**config.mk**
```make
export PLATFORM = sky130hd
export DESIGN_NAME = wdg_reset_gen
export DESIGN_NICKNAME = d
export VERILOG_FILES = /design/src/rtl/wdg_rst_pkg.sv /design/src/rtl/wdg_tmo_decode.sv /design/src/rtl/wdg_pulse_timer.sv /design/src/rtl/wdg_wd_counter.sv /design/src/rtl/wdg_reset_gen.sv
export SDC_FILE = /design/constraint.sdc
export NUM_CORES = 1
export LEC_CHECK = 0
export CORE_MARGIN = 2
export CORE_UTILIZATION = 61
export DETAILED_ROUTE_END_ITERATION = 7
export DONT_BUFFER_PORTS = 1
export PLACE_DENSITY = 0.86
export RECOVER_POWER = 25
export SLEW_MARGIN = 30
export SYNTH_ARGS = -nofsm -noshare
export SYNTH_HDL_FRONTEND = slang
export SYNTH_SLANG_ARGS = --single-unit
```
**constraint.sdc**
```tcl
create_clock -name clk_i -period 2.6 [get_ports clk_i]
set_input_delay 0.52 -clock clk_i [delete_from_list [all_inputs] [get_ports clk_i]]
set_output_delay 0.52 -clock clk_i [all_outputs]
set_load 0.01 [all_outputs]
```
**src/rtl/wdg_rst_pkg.sv**
```systemverilog
package wdg_rst_pkg;

    // Timeout selection codes; the position of each code is decoded by wdg_tmo_decode
    typedef enum logic [1:0] {
        TMO_LONG  = 2'b00,
        TMO_MID   = 2'b01,
        TMO_SHORT = 2'b10,
        TMO_OFF   = 2'b11
    } tmo_code_e;

endpackage

```
**src/rtl/wdg_tmo_decode.sv**
```systemverilog
module wdg_tmo_decode
    import wdg_rst_pkg::*;
#(
    parameter int CNT_W      = 11,
    parameter int TMO0_TICKS = 1400,
    parameter int TMO1_TICKS = 600,
    parameter int TMO2_TICKS = 200
) (
    input  logic [1:0]       sel_i,
    output logic [CNT_W-1:0] limit_o,
    output logic             enable_o
);

    always_comb begin
        enable_o = 1'b1;
        limit_o  = '0;
        case (tmo_code_e'(sel_i))
            TMO_LONG:  limit_o = CNT_W'(TMO0_TICKS);
            TMO_MID:   limit_o = CNT_W'(TMO1_TICKS);
            TMO_SHORT: limit_o = CNT_W'(TMO2_TICKS);
            TMO_OFF: begin
                limit_o  = '0;
                enable_o = 1'b0;
            end
        endcase
    end

endmodule

```
**src/rtl/wdg_pulse_timer.sv**
```systemverilog
module wdg_pulse_timer #(
    parameter int PULSE_TICKS = 150,
    parameter int PW          = 8
) (
    input  logic clk_i,
    input  logic rst_ni,
    input  logic tick_i,
    input  logic hold_i,     // supply low: keep active, restart length
    input  logic restart_i,  // watchdog expiry: start a new pulse
    output logic active_o
);

    typedef struct packed {
        logic          active;
        logic [PW-1:0] cnt;
    } pulse_state_t;

    pulse_state_t s_d, s_q;

    always_comb begin
        s_d = s_q;
        if (hold_i || restart_i) begin
            s_d.active = 1'b1;
            s_d.cnt    = '0;
        end else if (s_q.active && tick_i) begin
            if (s_q.cnt == PW'(PULSE_TICKS - 1)) begin
                s_d.active = 1'b0;
                s_d.cnt    = '0;
            end else begin
                s_d.cnt = s_q.cnt + PW'(1);
            end
        end
    end

    always_ff @(posedge clk_i or negedge rst_ni) begin
        if (!rst_ni) begin
            s_q.active <= 1'b1;
            s_q.cnt    <= '0;
        end else begin
            s_q <= s_d;
        end
    end

    assign active_o = s_q.active;

    // the pulse length counter never passes its limit
    a_r6_pulse_cnt_bound: assert property (@(posedge clk_i) disable iff (!rst_ni)
        s_q.cnt < PW'(PULSE_TICKS));

    // a low supply restarts the pulse from its beginning
    a_r8_hold_restarts: assert property (@(posedge clk_i) disable iff (!rst_ni)
        hold_i |=> (active_o && s_q.cnt == '0));

    // with no tick and no restart the pulse state does not move
    a_r9_pulse_waits_tick: assert property (@(posedge clk_i) disable iff (!rst_ni)
        (!tick_i && !hold_i && !restart_i) |=> $stable(s_q));

endmodule

```
**src/rtl/wdg_wd_counter.sv**
```systemverilog
module wdg_wd_counter #(
    parameter int CNT_W = 11
) (
    input  logic             clk_i,
    input  logic             rst_ni,
    input  logic             tick_i,
    input  logic             run_i,     // counting allowed (no reset request active)
    input  logic             clear_i,   // kick or code change
    input  logic             enable_i,  // timeout source enabled by the code
    input  logic [CNT_W-1:0] limit_i,
    output logic             expire_o
);

    typedef struct packed {
        logic [CNT_W-1:0] cnt;
    } wd_state_t;

    wd_state_t s_d, s_q;

    always_comb begin
        s_d      = s_q;
        expire_o = 1'b0;
        if (!run_i || clear_i) begin
            s_d.cnt = '0;
        end else if (tick_i && enable_i) begin
            if (s_q.cnt == limit_i - CNT_W'(1)) begin
                expire_o = 1'b1;
                s_d.cnt  = '0;
            end else begin
                s_d.cnt = s_q.cnt + CNT_W'(1);
            end
        end
    end

    always_ff @(posedge clk_i or negedge rst_ni) begin
        if (!rst_ni) begin
            s_q.cnt <= '0;
        end else begin
            s_q <= s_d;
        end
    end

    // a running count stays below the selected limit
    a_r2_cnt_below_limit: assert property (@(posedge clk_i) disable iff (!rst_ni)
        (enable_i && run_i && !clear_i) |-> (s_q.cnt < limit_i));

    // a kick or code change leaves the count at zero
    a_r4_clear_zeroes: assert property (@(posedge clk_i) disable iff (!rst_ni)
        clear_i |=> (s_q.cnt == '0));

    // while counting is blocked the count sits at zero
    a_r7_blocked_zero: assert property (@(posedge clk_i) disable iff (!rst_ni)
        !run_i |=> (s_q.cnt == '0));

    // a disabled timeout never expires
    a_r3_off_no_expire: assert property (@(posedge clk_i) disable iff (!rst_ni)
        !enable_i |-> !expire_o);

endmodule

```
**src/rtl/wdg_reset_gen.sv**
```systemverilog
module wdg_reset_gen
    import wdg_rst_pkg::*;
#(
    parameter int TMO0_TICKS  = 1400,
    parameter int TMO1_TICKS  = 600,
    parameter int TMO2_TICKS  = 200,
    parameter int PULSE_TICKS = 150
) (
    input  logic       clk_i,
    input  logic       rst_ni,
    input  logic       tick_i,
    input  logic       kick_i,
    input  logic [1:0] tmo_sel_i,
    input  logic       supply_low_i,
    output logic       rst_pull_low_o
);

    localparam int MAX01   = (TMO0_TICKS > TMO1_TICKS) ? TMO0_TICKS : TMO1_TICKS;
    localparam int MAX_T   = (MAX01 > TMO2_TICKS) ? MAX01 : TMO2_TICKS;
    localparam int CNT_W   = $clog2(MAX_T + 1);
    localparam int PULSE_W = $clog2(PULSE_TICKS + 1);

    typedef struct packed {
        logic [1:0] sel;
    } top_state_t;

    top_state_t s_d, s_q;

    logic             sel_change;
    logic             pulse_active;
    logic             expire;
    logic             tmo_enable;
    logic [CNT_W-1:0] tmo_limit;

    always_comb begin
        s_d        = s_q;
        s_d.sel    = tmo_sel_i;
        sel_change = (tmo_sel_i != s_q.sel);
    end

    always_ff @(posedge clk_i or negedge rst_ni) begin
        if (!rst_ni) begin
            s_q.sel <= TMO_LONG;
        end else begin
            s_q <= s_d;
        end
    end

    wdg_tmo_decode #(
        .CNT_W      (CNT_W),
        .TMO0_TICKS (TMO0_TICKS),
        .TMO1_TICKS (TMO1_TICKS),
        .TMO2_TICKS (TMO2_TICKS)
    ) u_decode (
        .sel_i    (tmo_sel_i),
        .limit_o  (tmo_limit),
        .enable_o (tmo_enable)
    );

    wdg_wd_counter #(
        .CNT_W (CNT_W)
    ) u_wd_cnt (
        .clk_i    (clk_i),
        .rst_ni   (rst_ni),
        .tick_i   (tick_i),
        .run_i    (!pulse_active && !supply_low_i),
        .clear_i  (kick_i || sel_change),
        .enable_i (tmo_enable),
        .limit_i  (tmo_limit),
        .expire_o (expire)
    );

    wdg_pulse_timer #(
        .PULSE_TICKS (PULSE_TICKS),
        .PW          (PULSE_W)
    ) u_pulse (
        .clk_i     (clk_i),
        .rst_ni    (rst_ni),
        .tick_i    (tick_i),
        .hold_i    (supply_low_i),
        .restart_i (expire),
        .active_o  (pulse_active)
    );

    // Open-drain enable: the supply path bypasses every register
    assign rst_pull_low_o = pulse_active || supply_low_i;

    // an expiry turns the reset request on in the next cycle
    a_r6_expire_asserts: assert property (@(posedge clk_i) disable iff (!rst_ni)
        expire |=> rst_pull_low_o);

    // a low supply is seen at the output in the same cycle
    a_r7_supply_forces_low: assert property (@(posedge clk_i) disable iff (!rst_ni)
        supply_low_i |-> rst_pull_low_o);

    // the request only releases on a tick cycle
    a_r1_release_on_tick: assert property (@(posedge clk_i) disable iff (!rst_ni)
        (rst_pull_low_o && !tick_i && !supply_low_i) |=> rst_pull_low_o);

endmodule

```
==> results.yml, run 1 <==
cells_and_area:
  mostFrequentLayoutCells: "dfrtp_1, nor2_1, a21oi_1"
  final_common_cell: "dfrtp_1"
  area_delta_synth_final_pct: 4.424
  n_antenna_cell: 0
  fin_nets: 150
  drive_above_1_share: 0.1765
  fill_cells: 156
timing:
  drv_slew: 0
  period_share: 0.7234
  final.setup.tns_ns: 0
  skew_ns: 0.001535
  slew_headroom: 0.2398
  worst_slack_ns: 0.7192
  max_freq_mhz: 531.7
  hold_viol_final: 0
  setup_viol: 0
  post-route-min-period_ns: 1.881
  rsz0062_at_grt: "false"
  worstMarginPinSlew_ns: 1.140
outcome:
  status: "finished, final reports clean"
clock_tree:
  cts_resized: 0
  clockBufferDepth: 2
  ctsHoldBuffers: 1
  cts_tree: "built"
  htree_levels: 1
  clk_latency_ns: 0.32
  cts-buffers-inserted: 3
  root_buffer: "clkbuf_4"
  postCtsSetupBuffers: 0
  numClockSinks: 22
  clkSlewWorstSetupHoldPaths_ns: 0.12
worst_setup_path:
  timing.rr.end: "u_pulse.s_q[5]"
  cp.arrival_ns: 2.09
  cp-end-kind: "flip-flop"
  reg2reg_setup_slack_ns: 0.72
  rr_worst_depth: 7
  required_ns: 2.81
  critPathKind: "flip-flop to flip-flop"
  path_cells: "inv_1 > ha_1 > nand4_1 > nor4_2 > nor2_1 > mux2i_1 > nor2_1"
  crit_path_max_incr_delay_ns: 0.62
  r2r-start: "u_pulse.s_q[1]"
  crit_fanout: 9
  cp-start-kind: "flip-flop"
  slowest_stage: "nor4_2"
  crit_start: "u_pulse.s_q[1]"
  path_common_cell: "nor2_1"
synth:
  synthFlopType: "dfrtp_1"
  yosysSeqAreaShare: 0.4065
  ys_seq_elements: 22
  synth.avg_cell_area_um2: 10.21
  synth_nets: 146
  ys_async_sr_fraction: 1.000
  synth_edf_count: 0
  synth_cell_type_count: 42
  yosysWarnings: 0
  syn-instance-count: 133
  syn_area_um2: 1358
detailed_routing:
  drc: 0
  wl_um: 2899
  vias: 1046
  ant_nets: 0
  vias_per_cell: 6.378
  routedWlPerCell_um: 17.68
  drt_iter0_drc: 28
  dr.pass1.iters: 4
run:
  cap_viol_max_count: 0
global_routing:
  grt_usage: 0.2522
  antenna_found_initial: 0
  grt_pass1_wl_um: 4740
  overflow: 0
  grt_max_degree: 22
  grt_pass1_vias: 994
placed_design:
  hpwl_um: 2095
  io_buffer_count: 0
  globalplace.congestion: 0.8159
  place_ws_ns: 0.5742
pwr:
  total_power_mw: 0.5935
  ir_drop_uv: 344.6
  power.leakage_nw: 0.5295
  powerDensity_nw_per_um2: 418.7
floorplan:
  io_pins: 8
  die_y_um: 51.18
  start_util: 0.6319
  row_count: 17
  coreArea_um2: 2148
  chipWidth_um: 51.18
  die-area_um2: 2619
hold_path:
  hold_path.class: "input port to asynchronous set/reset pin"
## layer usage
layer / wire length, µm / vias to the layer above / global-route usage
li1: - / 490 / -
met1: 1196 / 507 / 0.3276
met2: 1465 / 42 / 0.4134
met3: 163 / 7 / 0.03801
met4: 74 / 0 / 0.1171
met5: 0 / - / 0
## cells by family (layout without fill, tap and decap cells)
| kind of cell | after synthesis | in the layout | share of synthesized area |
|---|---|---|---|
| AND/OR/NAND/NOR | 60 | 60 | 0.2765 |
| AO/OA/AOI/OAI | 24 | 24 | 0.1373 |
| flip-flops | 22 | 22 | 0.4065 |
| XOR/XNOR | 11 | 11 | 0.07651 |
| buffers and inverters | 7 | 10 | 0.02488 |
| adder cells (fa/ha/maj) | 6 | 6 | 0.05530 |
| multiplexers | 3 | 3 | 0.02304 |
## critical path: cells and delay by family, from the launching register on
kind	cells	cell delay, ns
AND/OR/NAND/NOR	4	0.93
flip-flops	1	0.44
multiplexers	1	0.19
adder cells (fa/ha/maj)	1	0.14
buffers and inverters	1	0.07
## sequential cells by signal, indices dropped and copies added, names as in the netlist
signal	count
u_wd_cnt.s_q	11
u_pulse.s_q	8
s_q	2
u_pulse.active_o	1
## synthesized netlist by cell type, types with 2 or more instances
| library cell | number | area, µm² |
|---|---|---|
| o21ai_1 | 2 | 10.01 |
| nor3_1 | 4 | 20.02 |
| inv_1 | 5 | 18.77 |
| dfrtp_1 | 21 | 525.5 |
| ha_1 | 6 | 75.07 |
| or3b_2 | 2 | 17.52 |
| nand2b_1 | 2 | 12.51 |
| nor3_2 | 3 | 30.03 |
| nand4_1 | 4 | 25.02 |
| nand3b_1 | 2 | 15.01 |
| nand3_1 | 8 | 40.04 |
| and3_1 | 2 | 12.51 |
| nand2_1 | 6 | 22.52 |
| nor2_1 | 15 | 56.30 |
| xnor2_1 | 8 | 70.07 |
| or4_1 | 2 | 15.01 |
| mux2i_1 | 2 | 20.02 |
| xor2_1 | 2 | 17.52 |
| o21ai_0 | 5 | 25.02 |
| a21oi_1 | 10 | 50.05 |
## how the worst max path moves through the flow
stage,depth (start not counted),endpoint
finish,7,u_pulse.s_q[5]
global route,7,u_pulse.s_q[7]
CTS,7,u_pulse.s_q[5]
detailed placement,7,u_wd_cnt.s_q[5]
global placement,7,u_wd_cnt.s_q[6]
floorplan,7,u_wd_cnt.s_q[3]
## layout make-up
type | instances | area (µm²) | share of cell area
multi-input cells | 104 | 772.0 | 0.5446
clock buffers | 4 | 36.28 | 0.02560
repair buffers | 1 | 3.754 | 0.002648
flip-flops and latches | 22 | 551.8 | 0.3892
well taps | 28 | 35.03 | 0.02471
inverters | 5 | 18.77 | 0.01324
## metrics by stage
| step | cell area (µm²) | util | std cells | hold WS [ns] |
|---|---|---|---|---|
| 6_report | 1418 | 0.6599 | 164 | 0.02179 |
| 5_1_grt | 1418 | 0.6599 | 164 | 0.007657 |
| 4_1_cts | 1424 | 0.6628 | 164 | 0.02720 |
| 3_5_place_dp | 1378 | 0.6412 | 159 | 0.2252 |
| 3_3_place_gp | 1378 | 0.6412 | 159 | 0.2252 |
| 2_1_floorplan | 1358 | - | 133 | 0.2244 |
## power breakdown
group,total [mW],internal (mW),switching (mW)
Combinational,0.0484,0.0173,0.0311
Clock,0.195,0.0858,0.109
Sequential,0.350,0.346,0.00415
Total,0.594,0.449,0.144
Note: power is estimated with default switching activity, not from simulation.
==> run 2: changes to the inputs <==
ABC_AREA = 1   (was not set)
CORE_ASPECT_RATIO = 2   (was not set)
clock period = 1.9 ns   (was 2.6 ns; I/O delays follow)
==> run 2 against run 1 <==
Against the previous run:
- critical path depth up 1
- combinational power is 66% higher
- flip-flop and latch count did not move
- hold slack better by 0.11 ns
- non-clock buffer count rose by 4
- register-to-register slack worse by 0.46 ns
- area after synthesis up 17%
- utilization rose by 1.3 points
- cell count up 66%
- die area increased by 17%
- via count is 48% higher
- clock power up 57%
- critical path type unchanged
==> results.yml, run 2 <==
outcome:
  status: "finished, final reports clean"
synth:
  synth_top_area_frac: 0.3302
  ys_seq_elements: 22
  synth_common_cells: "nand2_1, inv_1, nor2_1, nand3_1, dfrtp_1"
  synth.avg_cell_area_um2: 6.659
  synth_simple_gate_area_frac: 0.4410
  synth_cell_type_count: 24
  synthFlopType: "dfrtp_1"
  ys_async_sr_fraction: 1.000
  synth-adder-area-share: 0.04717
  synth_compound_gate_area_share: 0.02673
  synthMuxAreaShare: 0
  yosysMostFrequentCell: "nand2_1"
  yosys.area.top_type: "dfrtp_1"
  syn-instance-count: 239
  synthXorXnorAreaFrac: 0.03852
  syn_area_um2: 1592
  synthTopCellsByArea: "dfrtp_1, nand2_1, nand4_1, inv_1, nand3_1"
  synth_nets: 252
  yosysSeqAreaShare: 0.3467
  synth_top_family_by_area: "simple AND/OR/NAND/NOR gates"
  synth_edf_count: 0
  yosysWarnings: 0
hold_path:
  hold_path.class: "input port to flip-flop"
placed_design:
  dpl-instance-area_um2: 1637
  place_ws_ns: 0.1110
  hpwl_um: 2973
  globalplace.congestion: 0.8297
  io_buffer_count: 0
worst_setup_path:
  required_ns: 2.05
  reg2reg_setup_slack_ns: 0.26
  cp.arrival_ns: 1.79
  cp_num_cells: 8
  cp-end-kind: "flip-flop"
  cpLargestDelayFamily: "simple AND/OR/NAND/NOR gates"
  critPathKind: "flip-flop to flip-flop"
  slowest_stage: "dfrtp_1"
  r2r-start: "u_wd_cnt.s_q[0]"
  path_cells: "ha_1 > nand2_1 > nor2_1 > nand2_1 > nor2_1 > nand3_1 > nand2_1 > o22ai_1"
  crit_fanout: 4
  cp_num_buf_inv: 0
  path_common_cell: "nand2_1"
  crit_start: "u_wd_cnt.s_q[0]"
  crit_path_max_incr_delay_ns: 0.40
  rr_worst_depth: 8
  crit_end: "u_wd_cnt.s_q[10]"
  timing.rr.end: "u_wd_cnt.s_q[10]"
  cp-start-kind: "flip-flop"
cells_and_area:
  area_delta_synth_final_pct: 5.896
  mostFrequentLayoutCells: "nand2_1, inv_1, nor2_1"
  drive_above_1_share: 0.07347
  n_antenna_cell: 0
  fin_nets: 259
  final_cell_area_um2: 1685
  final_common_cell: "nand2_1"
  fill_cells: 236
  regArea_um2: 551.8
  largestRegisters: "u_wd_cnt.s_q (11), u_pulse.s_q (8), s_q (2)"
  largest_reg_flops: 11
  top_register: "u_wd_cnt.s_q"
  multi_input_area_um2: 880.8
clock_tree:
  clk_latency_ns: 0.27
  numClockSinks: 22
  cts_tree: "built"
  clkSlewWorstSetupHoldPaths_ns: 0.08
  root_buffer: "clkbuf_8"
  cts-buffers-inserted: 3
  postCtsSetupBuffers: 0
  htree_levels: 1
  clockBufferDepth: 2
pwr:
  power_frac_clock: 0.353
  power.internal_mw: 0.6500
  seqPwrFrac: 0.554
  p_sw_mw: 0.2179
  p_sw_frac: 0.2511
  power.leakage_nw: 0.8692
  powerDensity_nw_per_um2: 515.0
  ir_drop_uv: 477.8
  power_frac_comb: 0.093
  total_power_mw: 0.8679
detailed_routing:
  dr.pass1.iters: 4
  vias: 1547
  routedWlPerCell_um: 14.03
  wl_um: 3830
  vias_per_cell: 5.667
  drc: 0
  ant_nets: 0
  drt_iter0_drc: 31
timing:
  skew_ns: 0.002517
  hold_viol_final: 0
  max_freq_mhz: 610.3
  drv_slew: 0
  setup_viol: 0
  post-route-min-period_ns: 1.639
  slew_headroom: 0.1601
  rsz0062_at_grt: "false"
  worst_slack_ns: 0.2614
  period_share: 0.8624
  final.setup.tns_ns: 0
  worstMarginPinSlew_ns: 1.260
floorplan:
  chipWidth_um: 40.12
  io_pins: 8
  die_y_um: 76.24
  start_util: 0.6354
  coreArea_um2: 2505
  row_count: 26
  die-area_um2: 3059
global_routing:
  grt_max_degree: 23
  grt_usage: 0.2936
  overflow: 0
  antenna_found_initial: 0
  grt_pass1_vias: 1525
  grt_pass1_wl_um: 6285
run:
  cap_viol_max_count: 0
-- run 2: cell count changes in the layout (fill, tap and decap cells not counted), moves of 5 or more --
| cell | before | now |
|---|---|---|
| nand4_1 | 4 | 20 |
| a21oi_1 | 10 | 2 |
| nor2_1 | 15 | 26 |
| nand3_1 | 8 | 22 |
| inv_2 | 0 | 5 |
| inv_1 | 5 | 32 |
| nand2_1 | 6 | 81 |
-- run 2: how the worst min path moves through the flow --
| stage | start | to | slack [ns] | cells after the start |
|---|---|---|---|---|
| 2_1_floorplan | rst_ni | s_q[0] | 0.08 | 0 |
| 6_report | tmo_sel_i[0] | s_q[0] | 0.13 | 0 |
| 4_1_cts | tmo_sel_i[0] | s_q[0] | 0.14 | 0 |
| 5_1_grt | tmo_sel_i[1] | s_q[1] | 0.13 | 0 |
| 3_5_place_dp | rst_ni | s_q[0] | 0.08 | 0 |
| 3_3_place_gp | rst_ni | u_pulse.s_q[2] | 0.08 | 0 |
-- run 2: repair_timing --
item | CTS | global route
endpoints found under the hold margin | 22 | 0
endpoints found under the setup margin | 0 | 0
resized for setup | 0 | 0
hold buffers | 1 | 0
-- run 2: area by class of cell --
cell class                 instances  share of cell area
clock buffer                       4             0.02673
tap                               28             0.02079
multi-input combinational        177              0.5226
timing repair buffer               5             0.02004
inverter                          37             0.08241
sequential                        22              0.3274
-- run 2: cells by family after synthesis --
kind of cell,count (synthesis)
xor+xnor,7
fa+ha+maj,6
compound gates,8
flops,22
buf+inv,40
simple gates,156
-- run 2: power by group through the flow --
stage | Combinational (mW) | Sequential [mW] | Clock [mW]
final | 0.0804 | 0.481 | 0.307
after global routing | 0.0901 | 0.482 | 0.328
after CTS | 0.0804 | 0.480 | 0.306
after detailed placement | 0.0692 | 0.490 | 0
after global placement | 0.0682 | 0.490 | 0
after floorplan | 0.0531 | 0.488 | 0
-- run 2: per-stage QoR --
step	cells	utilization	hold slack, ns
final	273	0.6728	0.1339
after global routing	273	0.6728	0.1328
after CTS	273	0.6753	0.1386
after detailed placement	268	0.6533	0.08477
after global placement	268	0.6533	0.08475
after floorplan	239	-	0.08441
-- run 2: layer usage --
metal  global-route usage  part of all wire  wire (µm)  vias up
met5                    0                 0          0        -
met4               0.1207             0.025         96        0
met3              0.02624             0.024         93        9
met2               0.5516              0.58       2238       33
met1               0.2835              0.37       1401      729
li1                     -                 -          -      776
-- run 2: worst reg2reg max path, delay by kind of cell (launching register included) --
family / cells / cell delay, ns
AND/OR/NAND/NOR: 6 / 0.87
AO/OA/AOI/OAI: 1 / 0.08
adder cells (fa/ha/maj): 1 / 0.18
flip-flops: 1 / 0.40
==> run 3: changes to the inputs <==
CORE_ASPECT_RATIO = 1.25   (was 2)
==> run 3 against run 2 <==
Against the previous run:
- clock power decreased by 24%
- utilization increased by 0.63 points
- largest power group unchanged
- maximum frequency increased by 0.51%
- critical endpoint unchanged
- via count decreased by 1.8%
- non-clock buffer count decreased by 1
- hold slack got worse by 0.059 ns
- worst setup slack improved by 0.0083 ns
- register-to-register slack about the same
- wire length decreased by 6.5%
- power decreased by 8.7%
==> results.yml, run 3 (synthesis results as in run 2) <==
clock_tree:
  root_buffer: "clkbuf_4"
  clkSlewWorstSetupHoldPaths_ns: 0.13
  cts_tree: "built"
  clockBufferDepth: 2
  clk_latency_ns: 0.33
  cts_resized: 0
  numClockSinks: 22
  htree_levels: 1
  cts-buffers-inserted: 3
hold_path:
  holdCritStartpoint: "tmo_sel_i[0]"
  hold_path_depth: 0
  hold_path.class: "input port to flip-flop"
  holdPathEnd: "s_q[0]"
pwr:
  powerDensity_nw_per_um2: 475.6
  total_power_mw: 0.7921
  ir_drop_uv: 528.8
  power.leakage_nw: 0.8567
global_routing:
  grt_pass1_wl_um: 6189
  grt_max_degree: 23
  overflow: 0
  antenna_found_initial: 0
  grt_pass1_vias: 1502
  grt_usage: 0.2726
worst_setup_path:
  critPathKind: "flip-flop to flip-flop"
  reg2reg_setup_slack_ns: 0.27
  timing.rr.end: "u_wd_cnt.s_q[10]"
  r2r-start: "u_wd_cnt.s_q[0]"
  cp-start-kind: "flip-flop"
  required_ns: 2.14
  cp.arrival_ns: 1.87
  crit_fanout: 4
  rr_worst_depth: 9
  cp-end-kind: "flip-flop"
cells_and_area:
  largest_reg_flops: 11
  final_common_cell: "nand2_1"
  area_delta_synth_final_pct: 4.639
  fill_cells: 251
  drive_above_1_share: 0.06967
  largestRegisters: "u_wd_cnt.s_q (11), u_pulse.s_q (8), s_q (2)"
  mostFrequentLayoutCells: "nand2_1, inv_1, nor2_1"
  fin_nets: 258
  n_antenna_cell: 0
  top_register: "u_wd_cnt.s_q"
floorplan:
  coreArea_um2: 2452
  die_y_um: 61.11
  chipWidth_um: 49.69
  io_pins: 8
  start_util: 0.6490
  row_count: 20
  die-area_um2: 3036
timing:
  skew_ns: 0.01201
  max_freq_mhz: 613.4
  period_share: 0.8580
  worstMarginPinSlew_ns: 1.219
  setup_viol: 0
  slew_headroom: 0.1871
  final.setup.tns_ns: 0
  post-route-min-period_ns: 1.630
  rsz0062_at_grt: "false"
  hold_viol_final: 0
  worst_slack_ns: 0.2697
  drv_slew: 0
detailed_routing:
  drc: 0
  vias: 1519
  dr.pass1.iters: 4
  wl_um: 3580
  ant_nets: 0
  routedWlPerCell_um: 12.92
  drt_iter0_drc: 45
  vias_per_cell: 5.484
run:
  cap_viol_max_count: 0
outcome:
  status: "finished, final reports clean"
placed_design:
  io_buffer_count: 0
  place_ws_ns: 0.1393
  hpwl_um: 2696
  globalplace.congestion: 0.8581
## run 3: stage by stage
stage / cell area (µm²) / hold WS (ns) / std cells / utilization
2_1_floorplan: 1592 / 0.08441 / 239 / -
3_3_place_gp: 1635 / 0.08485 / 272 / 0.6668
3_5_place_dp: 1635 / 0.08475 / 272 / 0.6668
4_1_cts: 1672 / 0.07397 / 277 / 0.6816
5_1_grt: 1665 / 0.05939 / 277 / 0.6791
6_report: 1665 / 0.07499 / 277 / 0.6791
## run 3: final cells by class
class                           instances  area (µm²)  share of cell area
Multi-Input combinational cell        177       880.8              0.5289
Sequential cell                        22       551.8              0.3313
Inverter                               37       138.9             0.08340
Tap cell                               33       41.29             0.02479
Clock buffer                            4       26.28             0.01578
Timing Repair Buffer                    4       26.28             0.01578
## run 3: what timing repair did
| action | in CTS | in global routing |
|---|---|---|
| buffers inserted | 0 | 0 |
| endpoints found under the hold margin | 22 | 0 |
| setup endpoints to repair | 0 | 0 |
| hold buffers | 1 | 0 |
## run 3: worst max-delay path by stage
stage               startpoint               end  slack (ns)  cells after the start
2_1_floorplan     tmo_sel_i[0]    u_pulse.s_q[6]        0.20                     12
3_3_place_gp      tmo_sel_i[0]   u_wd_cnt.s_q[8]        0.18                     11
3_5_place_dp      tmo_sel_i[0]    u_pulse.s_q[3]        0.14                     11
4_1_cts        u_wd_cnt.s_q[0]  u_wd_cnt.s_q[10]        0.26                      9
5_1_grt        u_wd_cnt.s_q[0]  u_wd_cnt.s_q[10]        0.05                      9
6_report       u_wd_cnt.s_q[0]  u_wd_cnt.s_q[10]        0.27                      9
## run 3: report_power, final
group	leakage, nW	internal (mW)	switching, mW
registers	0.298	0.474	0.00706
clock network	0.0150	0.0824	0.151
logic	0.544	0.0246	0.0523
total	0.857	0.581	0.211
## run 3: per-layer routing
| layer | track usage | vias to the layer above | wire length, µm |
|---|---|---|---|
| met4 | 0.1825 | 0 | 104 |
| met2 | 0.5086 | 28 | 1913 |
| met5 | 0 | - | 0 |
| met1 | 0.2966 | 706 | 1453 |
| met3 | 0.02913 | 11 | 109 |
| li1 | - | 774 | - |
## run 3: critical path, stage by stage, from the launching register on
cell and delay (ns):
dfrtp_1 0.41, ha_1 0.18, nand2_1 0.09, nor2_1 0.19
nand2_1 0.10, nor2_1 0.22, nand2_1 0.08, nand2_1 0.06
nand2_1 0.06, o22ai_1 0.14
